File: config.mk
export PLATFORM = sky130hd
export DESIGN_NAME = snoop_tag_ctrl
export DESIGN_NICKNAME = d
export VERILOG_FILES = /design/src/rtl/snp_pkg.sv /design/src/rtl/snp_tag_array.sv /design/src/rtl/snp_classify.sv /design/src/rtl/snp_proc_port.sv /design/src/rtl/snoop_tag_ctrl.sv
export SDC_FILE = /design/constraint.sdc
export NUM_CORES = 1
export LEC_CHECK = 0
export BUFFER_PORTS_ARGS = -buffer_cell sky130_fd_sc_hd__buf_2
export CORE_ASPECT_RATIO = 0.8
export CORE_MARGIN = 8
export CORE_UTILIZATION = 65
export CTS_CLUSTER_SIZE = 8
export DETAILED_ROUTE_END_ITERATION = 7
export PLACE_DENSITY = 0.84
export SKIP_LAST_GASP = 1
export SLEW_MARGIN = 25
export SYNTH_ARGS = -nofsm -noshare
export SYNTH_HDL_FRONTEND = slang
export SYNTH_SLANG_ARGS = --single-unit
File: constraint.sdc
create_clock -name clk -period 9.3 [get_ports clk]
set_clock_uncertainty 0.2 [all_clocks]
set_input_delay 0.93 -clock clk [delete_from_list [all_inputs] [get_ports clk]]
set_output_delay 0.93 -clock clk [all_outputs]
set_load 0.01 [all_outputs]
File: src/rtl/snp_pkg.sv
package snp_pkg;
  typedef enum logic [1:0] {
    OP_READ  = 2'd0,
    OP_WRITE = 2'd1,
    OP_FILL  = 2'd2,
    OP_RSVD  = 2'd3
  } proc_op_e;

  typedef enum logic [1:0] {
    ACT_NONE      = 2'd0,
    ACT_INTERVENE = 2'd1,
    ACT_PURGE     = 2'd2
  } snoop_act_e;
endpackage

File: src/rtl/snp_tag_array.sv
module snp_tag_array #(
  parameter int IDX_W  = 4,
  parameter int TAG_W  = 8,
  parameter int DATA_W = 32
) (
  input  logic              clk,
  input  logic              rst_n,
  // processor lookup port
  input  logic [IDX_W-1:0]  a_idx,
  output logic              a_valid,
  output logic [TAG_W-1:0]  a_tag,
  output logic [DATA_W-1:0] a_data,
  // snoop lookup port
  input  logic [IDX_W-1:0]  b_idx,
  output logic              b_valid,
  output logic              b_dirty,
  output logic [TAG_W-1:0]  b_tag,
  output logic [DATA_W-1:0] b_data,
  // processor install
  input  logic              w_en,
  input  logic [IDX_W-1:0]  w_idx,
  input  logic [TAG_W-1:0]  w_tag,
  input  logic [DATA_W-1:0] w_data,
  input  logic              w_dirty,
  // snoop invalidate, wins over install
  input  logic              inv_en,
  input  logic [IDX_W-1:0]  inv_idx
);
  localparam int DEPTH = 1 << IDX_W;

  logic [DEPTH-1:0]  vld_q;
  logic [DEPTH-1:0]  drt_q;
  logic [TAG_W-1:0]  tag_q  [DEPTH];
  logic [DATA_W-1:0] data_q [DEPTH];

  always_ff @(posedge clk) begin
    if (!rst_n) begin
      vld_q <= '0;
      drt_q <= '0;
    end else begin
      if (w_en) begin
        vld_q[w_idx] <= 1'b1;
        drt_q[w_idx] <= w_dirty;
      end
      if (inv_en) begin
        vld_q[inv_idx] <= 1'b0;
        drt_q[inv_idx] <= 1'b0;
      end
    end
  end

  always_ff @(posedge clk) begin
    if (w_en) begin
      tag_q[w_idx]  <= w_tag;
      data_q[w_idx] <= w_data;
    end
  end

  assign a_valid = vld_q[a_idx];
  assign a_tag   = tag_q[a_idx];
  assign a_data  = data_q[a_idx];
  assign b_valid = vld_q[b_idx];
  assign b_dirty = drt_q[b_idx];
  assign b_tag   = tag_q[b_idx];
  assign b_data  = data_q[b_idx];


  inv_clears_chk: assert property (@(posedge clk) disable iff (!rst_n)
    inv_en |=> !vld_q[$past(inv_idx)]);


  install_sets_chk: assert property (@(posedge clk) disable iff (!rst_n)
    (w_en && !(inv_en && inv_idx == w_idx)) |=> vld_q[$past(w_idx)]);
endmodule

File: src/rtl/snp_classify.sv
module snp_classify
  import snp_pkg::*;
#(
  parameter int TAG_W  = 8,
  parameter int DATA_W = 32
) (
  input  logic              snp_valid,
  input  logic              snp_write,
  input  logic [TAG_W-1:0]  snp_tag,
  input  logic              line_valid,
  input  logic              line_dirty,
  input  logic [TAG_W-1:0]  line_tag,
  input  logic [DATA_W-1:0] line_data,
  output snoop_act_e        act,
  output logic              inhibit,
  output logic [DATA_W-1:0] ivn_data
);
  logic hit;

  assign hit = snp_valid && line_valid && (line_tag == snp_tag);

  always_comb begin
    act = ACT_NONE;
    if (hit) begin
      if (snp_write)       act = ACT_PURGE;
      else if (line_dirty) act = ACT_INTERVENE;
    end
  end

  assign inhibit  = (act == ACT_INTERVENE);
  assign ivn_data = inhibit ? line_data : '0;
endmodule

File: src/rtl/snp_proc_port.sv
module snp_proc_port
  import snp_pkg::*;
#(
  parameter int IDX_W  = 4,
  parameter int TAG_W  = 8,
  parameter int DATA_W = 32
) (
  input  logic                    clk,
  input  logic                    rst_n,
  input  logic                    req_valid,
  input  logic [1:0]              req_op,
  input  logic [TAG_W+IDX_W-1:0]  req_addr,
  input  logic [DATA_W-1:0]       req_wdata,
  input  logic                    stall,
  input  logic                    line_valid,
  input  logic [TAG_W-1:0]        line_tag,
  input  logic [DATA_W-1:0]       line_data,
  output logic                    req_ready,
  output logic [IDX_W-1:0]        lk_idx,
  output logic                    w_en,
  output logic [TAG_W-1:0]        w_tag,
  output logic [DATA_W-1:0]       w_data,
  output logic                    w_dirty,
  output logic                    resp_valid,
  output logic                    resp_hit,
  output logic [DATA_W-1:0]       resp_data
);
  localparam int ADDR_W = TAG_W + IDX_W;

  proc_op_e op;
  logic     accept;
  logic     hit;

  assign op        = proc_op_e'(req_op);
  assign lk_idx    = req_addr[IDX_W-1:0];
  assign w_tag     = req_addr[ADDR_W-1:IDX_W];
  assign w_data    = req_wdata;
  assign req_ready = !stall;
  assign accept    = req_valid && req_ready;
  assign hit       = line_valid && (line_tag == w_tag);
  assign w_en      = accept && (op == OP_WRITE || op == OP_FILL);
  assign w_dirty   = (op == OP_WRITE);

  always_ff @(posedge clk) begin
    if (!rst_n) begin
      resp_valid <= 1'b0;
      resp_hit   <= 1'b0;
      resp_data  <= '0;
    end else begin
      resp_valid <= accept;
      resp_hit   <= accept && hit;
      resp_data  <= (accept && hit) ? line_data : '0;
    end
  end


  resp_follows_chk: assert property (@(posedge clk) disable iff (!rst_n)
    (req_valid && req_ready) |=> resp_valid);


  no_spurious_resp_chk: assert property (@(posedge clk) disable iff (!rst_n)
    resp_valid |-> $past(req_valid && req_ready));
endmodule

File: src/rtl/snoop_tag_ctrl.sv
module snoop_tag_ctrl
  import snp_pkg::*;
#(
  parameter int IDX_W  = 4,
  parameter int TAG_W  = 8,
  parameter int DATA_W = 32
) (
  input  logic                    clk,
  input  logic                    rst_n,
  input  logic                    req_valid,
  output logic                    req_ready,
  input  logic [1:0]              req_op,
  input  logic [TAG_W+IDX_W-1:0]  req_addr,
  input  logic [DATA_W-1:0]       req_wdata,
  output logic                    resp_valid,
  output logic                    resp_hit,
  output logic [DATA_W-1:0]       resp_data,
  input  logic                    snp_valid,
  input  logic                    snp_write,
  input  logic [TAG_W+IDX_W-1:0]  snp_addr,
  output logic                    mem_inhibit,
  output logic [DATA_W-1:0]       ivn_data
);
  localparam int ADDR_W = TAG_W + IDX_W;

  logic [IDX_W-1:0]  p_idx, s_idx;
  logic [TAG_W-1:0]  s_tag;
  logic              a_valid, b_valid, b_dirty;
  logic [TAG_W-1:0]  a_tag, b_tag;
  logic [DATA_W-1:0] a_data, b_data;
  logic              w_en, w_dirty, stall, purge;
  logic [TAG_W-1:0]  w_tag;
  logic [DATA_W-1:0] w_data;
  snoop_act_e        act;

  assign s_idx = snp_addr[IDX_W-1:0];
  assign s_tag = snp_addr[ADDR_W-1:IDX_W];
  assign purge = (act == ACT_PURGE);
  assign stall = purge && (s_idx == req_addr[IDX_W-1:0]);

  snp_tag_array #(.IDX_W(IDX_W), .TAG_W(TAG_W), .DATA_W(DATA_W)) u_array (
    .clk(clk), .rst_n(rst_n),
    .a_idx(p_idx), .a_valid(a_valid), .a_tag(a_tag), .a_data(a_data),
    .b_idx(s_idx), .b_valid(b_valid), .b_dirty(b_dirty), .b_tag(b_tag), .b_data(b_data),
    .w_en(w_en), .w_idx(p_idx), .w_tag(w_tag), .w_data(w_data), .w_dirty(w_dirty),
    .inv_en(purge), .inv_idx(s_idx)
  );

  snp_classify #(.TAG_W(TAG_W), .DATA_W(DATA_W)) u_classify (
    .snp_valid(snp_valid), .snp_write(snp_write), .snp_tag(s_tag),
    .line_valid(b_valid), .line_dirty(b_dirty), .line_tag(b_tag), .line_data(b_data),
    .act(act), .inhibit(mem_inhibit), .ivn_data(ivn_data)
  );

  snp_proc_port #(.IDX_W(IDX_W), .TAG_W(TAG_W), .DATA_W(DATA_W)) u_port (
    .clk(clk), .rst_n(rst_n),
    .req_valid(req_valid), .req_op(req_op), .req_addr(req_addr), .req_wdata(req_wdata),
    .stall(stall), .line_valid(a_valid), .line_tag(a_tag), .line_data(a_data),
    .req_ready(req_ready), .lk_idx(p_idx), .w_en(w_en), .w_tag(w_tag),
    .w_data(w_data), .w_dirty(w_dirty),
    .resp_valid(resp_valid), .resp_hit(resp_hit), .resp_data(resp_data)
  );


  inhibit_on_read_chk: assert property (@(posedge clk) disable iff (!rst_n)
    mem_inhibit |-> (snp_valid && !snp_write));


  purge_quiet_chk: assert property (@(posedge clk) disable iff (!rst_n)
    purge |-> !mem_inhibit);


  conflict_stall_chk: assert property (@(posedge clk) disable iff (!rst_n)
    (purge && req_valid && s_idx == req_addr[IDX_W-1:0]) |-> !req_ready);


  other_index_chk: assert property (@(posedge clk) disable iff (!rst_n)
    (snp_valid && s_idx != req_addr[IDX_W-1:0]) |-> req_ready);
endmodule

==> results of run 1 <==
[critical path: stages]
cell,delay [ps]
buf_4,390
buf_4,820
mux2_2,440
o22a_1,230
a211o_1,320
nand4_1,110
o2111a_2,340
and2_1,160
nand4b_1,440
buf_4,440
nor2b_1,210
buf_2,170
[layout by cell type, fill, tap and decap left out, types with 22 or more instances in the layout]
master     synthesis  routed
and2_1            36      36
buf_2             31     123
a21oi_1           36      36
nand2_1           22      22
mux4_2           286     286
mux2i_1           24      24
nor2b_1           40      40
clkbuf_1          52      77
edfxtp_1         640     640
nand3_1           23      23
buf_4              5      32
dfxtp_1           66      66
nor2_1            49      34
o21ai_0           33      33
mux4_4           104     104
clkbuf_16          0     101
[kinds of logic (layout without fill, tap and decap cells)]
group | Yosys count | in the layout | share of synthesized area
other cells | 0 | 10 | 0
compound gates | 95 | 95 | 0.0172
flops | 706 | 706 | 0.628
simple gates | 230 | 230 | 0.0389
xor+xnor | 16 | 16 | 0.00429
mux | 427 | 427 | 0.289
fa+ha+maj | 1 | 1 | 0.000383
buf+inv | 123 | 351 | 0.0213
[state kept, by name, summed over array words and instances, names as in the netlist]
name	flops
u_array.data_q	512
u_array.drt_q	16
u_array.tag_q	128
u_array.vld_q	16
u_port.resp_data	32
u_port.resp_hit	1
u_port.resp_valid	1
[power breakdown]
part           total [mW]  internal [mW]  switching (mW)
Sequential           3.53           3.51          0.0213
Clock                3.35           2.02            1.32
Combinational       0.520          0.255           0.265
Total                7.39           5.79            1.61
[metal layers]
layer  wire length (µm)  share of wire
met1              31400           0.36
met2              42800           0.49
met3               9760           0.11
met4               2530          0.029
met5                  0              0
[through the flow]
step | power [mW] | hold slack (ps) | instance area (µm²) | worst slack [ps] | cells
finish | 7.39 | 278 | 36900 | 3100 | 2511
global route | 7.58 | 307 | 36900 | 3120 | 2508
CTS | 7.42 | 277 | 36800 | 2940 | 2499
detailed placement | 4.09 | 271 | 33900 | 3060 | 2316
global placement | 4.08 | 269 | 33900 | 2770 | 2315
floorplan | 3.95 | 245 | 32700 | 3150 | 1598
[area by class of cell]
class	count	area [µm²]
multi-input cells	769	11600
fillers	2776	12800
repair buffers	163	995
inverters	5	21.3
clock buffers	178	2820
well taps	675	845
flip-flops and latches	706	20500
clock inverters	5	70.1
diodes	10	25.0
[worst min-delay path by stage]
stage                      startpoint                end  slack [ps]  depth (start not counted)
floorplan           u_array.drt_q[15]  u_array.drt_q[15]         250                          2
global placement     u_array.drt_q[2]   u_array.drt_q[2]         270                          2
detailed placement   u_array.drt_q[0]   u_array.drt_q[0]         270                          2
CTS                 u_array.drt_q[15]  u_array.drt_q[15]         280                          2
global route         u_array.drt_q[1]   u_array.drt_q[1]         310                          2
finish              u_array.drt_q[15]  u_array.drt_q[15]         280                          2
==> results.md, run 1 <==
* Synth cell count leaders: edfxtp_1 (640), mux4_2 (286), mux4_4 (104), dfxtp_1 (66), clkbuf_1 (52)
* Worst IR Drop VDD at 0.222 mV
* Max Buffers Root-to-Sink at 3
* Power density over the cells at 200 mW/mm²
* Row count at 73
* R2R Path End: u_array.data_q[14][3]
* DRT iter0 DRCs at 2611
* Core footprint at 0.0497 mm²
* Req. time, crit path at 8170 ps
* R2R cell count at 8
* Wire length per cell at 34.5 µm
* Fmax achieved at 161 MHz
* DP Wirelength at 43500 µm
* H-tree depth at 3
* Slew Viols, Final at 0
* Syn nets at 1662
* Max Cap Viol at 0
* Worst skew pair latency at 640 ps
* Clock transition at the registers of the reported paths at 50 ps
* Final min period at 6200 ps
* Worst-Margin Slew at 1010 ps
* Setup tns final at 0 ps
* Largest net degree at the start of global routing at 100
* Synth Instances at 1598
* Startpoint Class: primary input
* Synth area leader: edfxtp_1
* CTS tree: yes
* Hold-fix buffer count after cts at 0
* Worst min path class: reg -> reg
* Cell Area, Synth at 0.0327 mm²
* Post-cts sizing count at 0
* Post-synth EDFFs at 640
* Worst Setup End Kind: primary output
* GP Congestion at 0.947
* Critical Path Start: snp_addr[3]
* Clock sink total at 706
* Worst EP arrival at 5070 ps
* Vias in the first global route at 19200
* Unrepaired setup endpoints after global routing: no
* Antenna violations before repair at 10
* Die area at 0.0578 mm²
* Final Util at 0.742
* Ratio of cells with drive above 1 in the final layout at 0.381
* Top post-synthesis cells by area: edfxtp_1 (59%), mux4_2 (20%), mux4_4 (8.0%)
* Clock buffer count from CTS at 98
* Root buf cell: clkbuf_16
* Post-CTS setup buffer count at 0
* CP Max Fanout at 58
* Initial Utilization at 0.658
* Yosys cell types at 58
* Met3 Track Usage GR at 0.0730
* Top-area cell type share of the netlist area at 0.588
* Leakage at 11.9 nW
* Final Net Count at 1807
* End point of the critical path: ivn_data[17]
* Async SR Flop Fraction at 0
* Worst rel slew slack at 0.324
* IO Port Bufs at 130
* Seq/Total Area, Yosys at 0.628
* Io pins at 131
* GR Util All Layers at 0.301
* WS Path Type: in -> out
* Vias per Instance at 7.36
* Drt pass-1 iters at 8
* Final ANT Viol Nets at 0
* Die Wd at 267 µm
* FF-to-FF setup slack at 5110 ps
* Vias at 18500
* Final Setup Violations at 0
* Yosys Warn Count at 0
* GRT met1 Usage at 0.410
* Most frequent cell after synthesis: edfxtp_1
* Final hold vios at 0
* Overall routed net length at 86600 µm
* Die Y at 217 µm
* Register bit count reported by yosys at 706
* Reg2Reg Launch Point: u_array.tag_q[6][3]
* Mean Syn Cell Area at 20.5 µm²
* Post-synth top flop: edfxtp_1
* GR peak layer: met2
* Outcome: finished, final reports clean
* Syn-to-layout area delta at 12.8%
* DRC at 0
* Fin crit share at 0.667
* First-pass GRT wire length at 127000 µm
* GR Util met2 at 0.482
* Grt ovf at 0
Power figures use the tool's default switching activity.
==> run 2: changes to the inputs <==
Settings changed: CORE_UTILIZATION 65 to 62, PLACE_DENSITY 0.84 to 0.81.
Clock period 9.3 ns to 5.8 ns, I/O delays scaled along.
==> run 2 against run 1 <==
Hold slack got worse by 160 ps. Die area rose by 4.5%. Critical path type unchanged. First-iteration DRC count fell by 11%. Clock-buffer cell count fell by 4. Sequential share of layout area fell by 0.13 points. Power rose by 60%.
==> results.md, run 2 (same netlist as run 1, synthesis figures left out) <==
* Final Net Count at 1814
* Die Y at 221 µm
* Io pins at 131
* Reg2Reg Launch Point: u_array.tag_q[14][1]
* Root buf cell: clkbuf_16
* GR Util All Layers at 0.288
* Final min period at 4780 ps
* GP Congestion at 0.880
* CP Max Fanout at 47
* Overall routed net length at 86300 µm
* Row count at 75
* Slew Viols, Final at 0
* H-tree depth at 3
* Clock buffer count from CTS at 98
* R2R Path End: u_array.data_q[4][13]
* Worst IR Drop VDD at 0.256 mV
* Syn-to-layout area delta at 13.1%
* Sequential cell area at 0.0205 mm²
* Fmax achieved at 209 MHz
* Clock transition at the registers of the reported paths at 50 ps
* Final ANT Viol Nets at 0
* Final hold vios at 0
* Core footprint at 0.0523 mm²
* Vias in the first global route at 19400
* Largest regs: u_array.data_q (512), u_array.tag_q (128), u_port.resp_data (32)
* CP max-delay cell: nor4_1
* CP Cell Sequence: buf_8, mux4_2, nor4b_1, nor4_1, nand4_1, a21oi_2, and2_1, nand4b_1, buf_4, nor2b_1, buf_2
* Setup tns final at 0 ps
* Startpoint Class: primary input
* Max Cap Viol at 0
* Fin crit share at 0.824
* Worst-Margin Slew at 1110 ps
* Multi-input combinational cell area at 0.0116 mm²
* Power, Total at 11.8 mW
* WS Path Type: in -> out
* DP Wirelength at 47000 µm
* # fillers at 3071
* Dpl ws at 933 ps
* Worst skew pair latency at 640 ps
* Post-cts sizing count at 0
* Hold path depth at 1
* Hold Startpoint: req_wdata[15]
* Max reg flops at 512
* Commonest non-fill, non-tap cell in the layout: edfxtp_1
* Largest net degree at the start of global routing at 85
* Worst Setup End Kind: primary output
* Outcome: finished, final reports clean
* DRC at 0
* R2R cell count at 8
* Power density over the cells at 319 mW/mm²
* FF-to-FF setup slack at 1550 ps
* Worst Slack Setup Final at 1020 ps
* Crit-path max cell delay at 620 ps
* Wire length per cell at 34.2 µm
* Req. time, crit path at 5020 ps
* Grt ovf at 0
* Most flop-heavy register: u_array.data_q
* Worst min path class: in -> reg
* Hold-fix buffer count after cts at 0
* Vias at 18700
* First-pass GRT wire length at 129000 µm
* Worst rel slew slack at 0.259
* Worst EP arrival at 4000 ps
* Ratio of cells with drive above 1 in the final layout at 0.383
* IO Port Bufs at 130
* Vias per Instance at 7.39
* Clock sink total at 706
* Antenna violations before repair at 5
* Most frequent cells in the layout: edfxtp_1 (640), mux4_2 (286), buf_2 (123)
* Final Util at 0.707
* Die area at 0.0604 mm²
* Initial Utilization at 0.625
* Drt pass-1 iters at 6
* CTS tree: yes
* Unrepaired setup endpoints after global routing: no
* Hold Path End: u_array.data_q[14][15]
* Leakage at 11.9 nW
* Max Buffers Root-to-Sink at 3
* Final Setup Violations at 0
* Post-CTS setup buffer count at 0
* Die Wd at 273 µm
* DRT iter0 DRCs at 2314
-- run 2: through the flow --
step           hold WS (ps)  cell area [µm²]  instances
2_1_floorplan           245            32700       1598
3_3_place_gp            263            34100       2342
3_5_place_dp            269            34100       2342
4_1_cts                90.8            36900       2522
5_1_grt                 109            37000       2525
6_report                117            37000       2525
-- run 2: worst max path at each step --
| stage | from | end | slack (ps) | cells past startpoint |
|---|---|---|---|---|
| after floorplan | snp_addr[0] | u_array.data_q[13][0] | 920 | 10 |
| after global placement | snp_addr[3] | u_array.data_q[4][24] | 980 | 9 |
| after detailed placement | snp_addr[3] | u_array.data_q[8][29] | 930 | 9 |
| after CTS | snp_addr[0] | ivn_data[29] | 1110 | 11 |
| after global routing | snp_addr[0] | req_ready | 930 | 9 |
| final | snp_addr[0] | ivn_data[29] | 1020 | 11 |
-- run 2: area by class of cell --
cell class                      instances  area share
Sequential cell                       706       0.556
Multi-Input combinational cell        769       0.313
Clock buffer                          174      0.0741
Timing Repair Buffer                  170      0.0307
Tap cell                              693      0.0235
Clock inverter                          6     0.00240
Inverter                                5    0.000575
Antenna cell                            2    0.000135
-- run 2: layer usage --
metal,global-route usage,vias to the layer above,share of wire
met5,0.00904,-,0.0012
met2,0.444,1445,0.48
met3,0.0771,245,0.11
li1,-,7188,-
met4,0.103,8,0.033
met1,0.398,9771,0.37
-- run 2: power by group --
part           leakage (nW)  switching [mW]  internal, mW
combinational          4.31           0.442         0.411
sequential             6.30          0.0356          5.62
clock                  1.34            2.12          3.16
total                  11.9            2.60          9.20
-- run 2: worst max-delay path, delay by kind of cell --
kind                   cells  cell delay, ps
AO/OA/AOI/OAI              1             270
AND/OR/NAND/NOR            6            1630
multiplexers               1             590
buffers and inverters      3             850
